<file path="config.mk">
export PLATFORM = sky130hd
export DESIGN_NAME = lrsc_monitor
export DESIGN_NICKNAME = d
export VERILOG_FILES = /design/src/rtl/lrsc_pkg.sv /design/src/rtl/lrsc_granule_cmp.sv /design/src/rtl/lrsc_rsv_fsm.sv /design/src/rtl/lrsc_sc_resp.sv /design/src/rtl/lrsc_monitor.sv
export SDC_FILE = /design/constraint.sdc
export NUM_CORES = 1
export LEC_CHECK = 0
export BUFFER_PORTS_ARGS = -buffer_cell sky130_fd_sc_hd__buf_4
export CORE_MARGIN = 5
export CORE_UTILIZATION = 40
export DETAILED_ROUTE_END_ITERATION = 8
export HOLD_SLACK_MARGIN = 0.02
export PLACE_DENSITY = 0.76
export SLEW_MARGIN = 25
export SYNTH_ARGS = -nofsm -noshare
export SYNTH_HDL_FRONTEND = slang
export SYNTH_HIERARCHICAL = 1
export SYNTH_SLANG_ARGS = --single-unit
</file>
<file path="constraint.sdc">
create_clock -name clk -period 1.6 [get_ports clk]
set_clock_uncertainty 0.15 [all_clocks]
set_input_delay 0 -clock clk [delete_from_list [all_inputs] [get_ports clk]]
set_output_delay 0 -clock clk [all_outputs]
set_load 0.01 [all_outputs]
</file>
<file path="src/rtl/lrsc_pkg.sv">
package lrsc_pkg;

    typedef enum logic [0:0] {
        RSV_EMPTY = 1'b0,
        RSV_HELD  = 1'b1
    } rsv_state_e;

    typedef struct packed {
        logic lt;
        logic gt;
        logic eq;
        logic so;
    } cr_nib_t;

endpackage

</file>
<file path="src/rtl/lrsc_granule_cmp.sv">
module lrsc_granule_cmp #(
    parameter int ADDR_W = 32,
    parameter int LSB    = 5
) (
    input  logic [ADDR_W-1:0] addr_a,
    input  logic [ADDR_W-1:0] addr_b,
    output logic              hit
);
    localparam logic [ADDR_W-1:0] MASK = ~((ADDR_W'(1) << LSB) - ADDR_W'(1));

    always_comb begin
        hit = ~|((addr_a ^ addr_b) & MASK);
    end
endmodule

</file>
<file path="src/rtl/lrsc_rsv_fsm.sv">
module lrsc_rsv_fsm
    import lrsc_pkg::*;
#(
    parameter int ADDR_W = 32
) (
    input  logic              clk,
    input  logic              rst_n,
    input  logic              load_evt,
    input  logic [ADDR_W-1:0] load_addr,
    input  logic              drop_evt,
    output rsv_state_e        state,
    output logic [ADDR_W-1:0] held_addr
);
    rsv_state_e state_nx;

    // state register
    always_ff @(posedge clk) begin
        if (!rst_n) begin
            state <= RSV_EMPTY;
        end else begin
            state <= state_nx;
        end
    end

    // next state: LOAD beats DROP, else IDLE
    always_comb begin
        state_nx = state;
        unique case (state)
            RSV_EMPTY: begin
                if (load_evt) state_nx = RSV_HELD;
            end
            RSV_HELD: begin
                if (load_evt)      state_nx = RSV_HELD;
                else if (drop_evt) state_nx = RSV_EMPTY;
            end
            default: state_nx = RSV_EMPTY;
        endcase
    end

    always_ff @(posedge clk) begin
        if (!rst_n) begin
            held_addr <= '0;
        end else if (load_evt) begin
            held_addr <= load_addr;
        end
    end
endmodule

</file>
<file path="src/rtl/lrsc_sc_resp.sv">
module lrsc_sc_resp
    import lrsc_pkg::*;
(
    input  logic    clk,
    input  logic    rst_n,
    input  logic    sc_req,
    input  logic    held,
    input  logic    word_hit,
    input  logic    so_in,
    output logic    res_valid,
    output logic    res_pass,
    output logic    res_write,
    output cr_nib_t res_cond
);
    logic    pass_nx;
    cr_nib_t cond_nx;

    always_comb begin
        pass_nx    = sc_req & held & word_hit;
        cond_nx    = '0;
        cond_nx.eq = pass_nx;
        cond_nx.so = sc_req & so_in;
    end

    always_ff @(posedge clk) begin
        if (!rst_n) begin
            res_valid <= 1'b0;
            res_pass  <= 1'b0;
            res_write <= 1'b0;
            res_cond  <= '0;
        end else begin
            res_valid <= sc_req;
            res_pass  <= pass_nx;
            res_write <= pass_nx;
            res_cond  <= cond_nx;
        end
    end
endmodule

</file>
<file path="src/rtl/lrsc_monitor.sv">
module lrsc_monitor
    import lrsc_pkg::*;
#(
    parameter int ADDR_W     = 32,
    parameter int GRAN_BYTES = 32,
    parameter int WORD_BYTES = 4
) (
    input  logic              clk,
    input  logic              rst_n,
    input  logic              lr_req,
    input  logic [ADDR_W-1:0] lr_addr,
    input  logic              sc_req,
    input  logic [ADDR_W-1:0] sc_addr,
    input  logic              so_in,
    input  logic              snoop_wr,
    input  logic [ADDR_W-1:0] snoop_addr,
    input  logic              clr_req,
    output logic              rsv_valid,
    output logic              sc_valid,
    output logic              sc_pass,
    output logic              sc_write_go,
    output logic [3:0]        sc_cond
);
    localparam int GRAN_LSB = $clog2(GRAN_BYTES);
    localparam int WORD_LSB = $clog2(WORD_BYTES);

    rsv_state_e        rsv_state;
    logic [ADDR_W-1:0] rsv_addr_q;
    logic              held;
    logic              snoop_hit;
    logic              word_hit;
    logic              drop_evt;
    cr_nib_t           cond_q;

    lrsc_granule_cmp #(.ADDR_W(ADDR_W), .LSB(GRAN_LSB)) u_snoop_cmp (
        .addr_a (snoop_addr),
        .addr_b (rsv_addr_q),
        .hit    (snoop_hit)
    );

    lrsc_granule_cmp #(.ADDR_W(ADDR_W), .LSB(WORD_LSB)) u_word_cmp (
        .addr_a (sc_addr),
        .addr_b (rsv_addr_q),
        .hit    (word_hit)
    );

    always_comb begin
        held     = (rsv_state == RSV_HELD);
        drop_evt = sc_req | clr_req | (snoop_wr & snoop_hit);
    end

    lrsc_rsv_fsm #(.ADDR_W(ADDR_W)) u_fsm (
        .clk       (clk),
        .rst_n     (rst_n),
        .load_evt  (lr_req),
        .load_addr (lr_addr),
        .drop_evt  (drop_evt),
        .state     (rsv_state),
        .held_addr (rsv_addr_q)
    );

    lrsc_sc_resp u_resp (
        .clk       (clk),
        .rst_n     (rst_n),
        .sc_req    (sc_req),
        .held      (held),
        .word_hit  (word_hit),
        .so_in     (so_in),
        .res_valid (sc_valid),
        .res_pass  (sc_pass),
        .res_write (sc_write_go),
        .res_cond  (cond_q)
    );

    // output process
    always_comb begin
        rsv_valid = held;
        sc_cond   = cond_q;
    end
endmodule

</file>
==> results of run 1 <==
[per-layer routing]
metal | routed length (µm) | GRT usage | up-vias | part of all wire
met2 | 3360 | 0.373 | 77 | 0.52
met5 | 0 | 0 | - | 0
met4 | 159 | 0.0608 | 0 | 0.025
met1 | 2560 | 0.240 | 874 | 0.39
met3 | 407 | 0.0497 | 15 | 0.063
li1 | - | - | 967 | -
[timing repair]
action | 4_1_cts | 5_1_grt
setup endpoints to repair | 2 | 2
setup buffers | 0 | 0
hold buffers | 61 | 0
pin swaps | 1 | 3
resized for setup | 6 | 3
hold endpoints to repair | 34 | 0
[placed cells by master (no fill, tap or decap), types with 6 or more instances in the layout]
cell type and count:
nor2b_1 31, mux2i_1 30, xnor2_1 21, xor2_1 36
nand4_1 6, nor4_1 6, buf_4 112, dfxtp_1 29
dlygate4sd3_1 61
[sequential cells by signal, indices dropped and copies added, names as in the netlist]
name,flops
u_fsm/state,1
u_fsm/held_addr,30
u_resp/res_valid,1
u_resp/res_cond,2
[critical path: cells and delay by family, from the launching register on]
| kind | cells | cell delay (ps) |
|---|---|---|
| AND/OR/NAND/NOR | 4 | 710 |
| flip-flops | 1 | 330 |
| AO/OA/AOI/OAI | 2 | 310 |
| XOR/XNOR | 1 | 150 |
[cell type report]
type	count	area (µm²)
tap	67	83.8
clock buffer	5	68.8
fill	364	1250
multi-input combinational	144	1190
sequential	34	687
timing repair buffer	174	1460
clock inverter	2	10.0
[worst max-delay path by stage]
stage	from	to	slack (ps)
6_report	u_fsm/held_addr[13]	u_fsm/state	-150
5_1_grt	u_fsm/held_addr[13]	u_fsm/state	-190
4_1_cts	u_fsm/held_addr[13]	u_fsm/state	-100
3_5_place_dp	u_fsm/held_addr[18]	u_fsm/state	-140
3_3_place_gp	u_fsm/held_addr[18]	u_fsm/state	-90
2_1_floorplan	u_fsm/held_addr[19]	u_fsm/state	30
[where the power goes]
part           leakage [nW]  internal, mW  switching [mW]  total [mW]
Combinational          1.36         0.416           0.226       0.642
Sequential            0.282         0.897          0.0400       0.937
Clock                0.0438         0.292           0.314       0.606
==> flow_summary.ini, run 1 <==
[yosys]
netlist_area_um2 = 1960
synthCells = 188
syn_area_per_cell_um2 = 10.4
yosysWarnings = 6

[timing]
grt_setup_unrepaired = yes
setup_slack_ps = -154
maxSlewViolCount = 0
timing.final.crit_share = 1.10
hold_slack_ps = 69.3
tightestPinTransition_ps = 535
finalHoldViolations = 0
final.setup.tns_ps = -179
setup_violations = 2
fmax_mhz = 570
layout_min_cycle_time_ps = 1750
relSlewSlack = 0.644

[place]
gp_congestion = 0.755
io_buffers = 99
dp_hpwl_mm = 4.38
dpl_cell_area_um2 = 2780
dp_slack_ps = -139
dp.cells = 358

[worst_hold_path]
worstHoldStart = sc_addr[29]
holdPathEnd = u_resp/res_cond[1]
whs_path_depth = 5
worstHoldPathType = input pin to flop

[pwr]
leakagePower_nw = 1.69
ir_worst_vdd_v = 0.000319
power.total_mw = 2.18
p_per_area_nw_per_um2 = 624

[critical_path]
reg2reg_slack_ps = -150
path_class = flop to flop
worstReg2RegEnd = u_fsm/state
crit_required_ps = 1630
path_max_fanout = 2
endpoint_kind = flop
cpPeakStageDelay_ps = 330
start_kind = flop
r2r_cells = 7
crit_slowest_cell = dfxtp_2
crit_chain = xor2_1, nor4_1, nand4_1, nor4_2, a211o_1, nor2b_1, o21a_1
r2r_start = u_fsm/held_addr[13]
arrival_ps = 1780

[layout]
diodes = 0
drive_gt1_frac = 0.368
area_delta_synth_final_pct = 78.7
fin_area_um2 = 3500
instances_no_fill = 426
layout.nets = 462
fin_util = 0.736

[clock_network]
clk_path_buf_depth = 2
cts.clk_slew.worst_paths_ps = 80
cts_tree = built
cts_inserted_buffers = 5
htree_levels = 2
clock_sink_count = 34
cts_root_buf = clkbuf_8
insertion_delay_ps = 290

[floorplanning]
core_um2 = 4750
pin_count = 111
rows = 25
die_h_um = 80.0
start_util = 0.412
die_area_um2 = 6400
die_x_um = 80.0

[routing]
drt.antenna.violating_nets = 0
drtPass1Iterations = 4
via_per_inst = 4.54
first_iter_violations = 47
wirelength_mm = 6.49
vias = 1933
drc_errors = 0
wl_per_cell_um = 15.2

[global_routing]
grt_pass1_vias = 2152
grtUsageTotal = 0.207
grt_overflow = 0
grt_max_degree = 35
grt_first_pass_wirelength_mm = 10.0
grt_antenna_before_repair = 0

[run_status]
status = complete, but fails checks
violations = setup timing

[job]
drv_cap = 0
(Power assumes the default switching activity.)
==> inputs of run 2 (changes only) <==
Settings changed: ABC_AREA set to 1, CORE_UTILIZATION 40 to 43, PLACE_DENSITY 0.76 to 0.77.
==> flow_summary.ini, run 2 <==
[critical_path]
crit_required_ps = 1660
endpoint_kind = flop
crit_chain = dlygate4sd3_1, buf_12, o21ai_0, nor2_1, dlygate4sd3_1
cpPeakStageDelay_ps = 590
crit_buf_inv = 3
crit_top_cell = dlygate4sd3_1
path_max_fanout = 32
crit_family = buffers and inverters
crit_slowest_cell = dlygate4sd3_1
cp_num_cells = 5
reg2reg_slack_ps = 150
r2r_cells = 13
worstReg2RegEnd = u_fsm/state
path_class = input pin to flop
start_kind = input pin
r2r_start = u_fsm/held_addr[12]
arrival_ps = 1580

[run_status]
status = finished clean

[routing]
drtPass1Iterations = 6
drc_errors = 0
drt.antenna.violating_nets = 0
vias = 2944
wirelength_mm = 7.38
wl_per_cell_um = 11.1
first_iter_violations = 167
via_per_inst = 4.41

[clock_network]
clk_path_buf_depth = 2
post_cts_buffers = 0
cts_tree = built
htree_levels = 2
cts_inserted_buffers = 5
insertion_delay_ps = 280
clock_sink_count = 34
cts.clk_slew.worst_paths_ps = 70
cts_root_buf = clkbuf_8

[yosys]
netlist_area_um2 = 2350
syn_area_per_cell_um2 = 5.41
yosysWarnings = 6
synthCells = 434

[layout]
final_common_cell = nand2_1
multi_input_area_um2 = 1240
seqCellArea_um2 = 687
mostFrequentLayoutCells = nand2_1 (141), nor2_1 (112), buf_4 (99)
layout.nets = 699
fin_area_um2 = 3880
largest_reg_flops = 30
drive_gt1_frac = 0.198
diodes = 0
top_register = u_fsm/held_addr
largest_registers = u_fsm/held_addr x30, u_resp/res_cond x2
area_delta_synth_final_pct = 65.3
fillers = 421

[global_routing]
grt_overflow = 0
grt_max_degree = 33
grt_antenna_before_repair = 0
grtUsageTotal = 0.204
grt_first_pass_wirelength_mm = 11.9
grt_pass1_vias = 2730

[floorplanning]
rows = 26
die_h_um = 83.9
die_x_um = 83.9
start_util = 0.451
pin_count = 111
die_area_um2 = 7030
core_um2 = 5200

[timing]
fmax_mhz = 658
maxSlewViolCount = 0
final.setup.tns_ps = 0
timing.final.crit_share = 0.951
setup_violations = 0
finalHoldViolations = 0
layout_min_cycle_time_ps = 1520
hold_slack_ps = 25.5
grt_setup_unrepaired = no

[place]
io_buffers = 99
gp_congestion = 0.804
dpl_cell_area_um2 = 3110
dp_hpwl_mm = 4.89

[worst_hold_path]
whs_path_depth = 8
worstHoldPathType = input pin to flop
holdPathEnd = u_resp/res_cond[1]
worstHoldStart = sc_addr[20]

[pwr]
p_per_area_nw_per_um2 = 598
leakagePower_nw = 2.19
ir_worst_vdd_v = 0.000445

[job]
drv_cap = 0
[run 2: what timing repair did]
item	in CTS	in global routing
gates resized for setup	0	8
endpoints found under the hold margin	34	0
setup endpoints to repair	0	24
hold buffers	66	0
[run 2: tightest hold or removal path: stages]
cell     delay [ps]
buf_4            80
xnor2_1          50
nand2_1          50
nor2_1           40
nand2_1          50
nor2_1           40
nand2_1          70
nor2_2           30
[run 2: report_power, final]
group	internal [mW]	leakage [nW]	switching [mW]
registers	0.905	0.284	0.0570
clock network	0.347	0.0482	0.313
logic	0.408	1.86	0.290
[run 2: final cells by class]
type | instances | area share
clock buffers | 7 | 0.0223
clock inverters | 1 | 0.00129
inverters | 86 | 0.0833
multi-input cells | 302 | 0.321
flip-flops and latches | 34 | 0.177
well taps | 70 | 0.0226
repair buffers | 167 | 0.372
[run 2: routing by layer]
metal | GRT usage | part of all wire | up-vias
met5 | 0 | 0 | -
met4 | 0.0702 | 0.021 | 0
met3 | 0.0405 | 0.056 | 15
met2 | 0.369 | 0.51 | 99
met1 | 0.236 | 0.42 | 1271
li1 | - | - | 1559
[run 2: stage by stage]
stage	power [mW]	std cells	util	worst slack, ps
final	2.32	667	0.745	79.1
after detailed placement	1.52	593	0.597	132
after global routing	2.46	667	0.745	1.16
after floorplan	1.27	435	-	284
after CTS	2.32	667	0.741	38.0
after global placement	1.51	593	0.597	155
[run 2: worst max-delay path by stage]
stage | from | to | slack (ps)
finish | rst_n | u_fsm/held_addr[7] | 80
global route | rst_n | u_fsm/held_addr[25] | 1
CTS | rst_n | u_fsm/held_addr[8] | 40
detailed placement | u_fsm/held_addr[5] | u_fsm/state | 130
global placement | u_fsm/held_addr[17] | u_fsm/state | 160
floorplan | u_fsm/held_addr[17] | u_fsm/state | 280
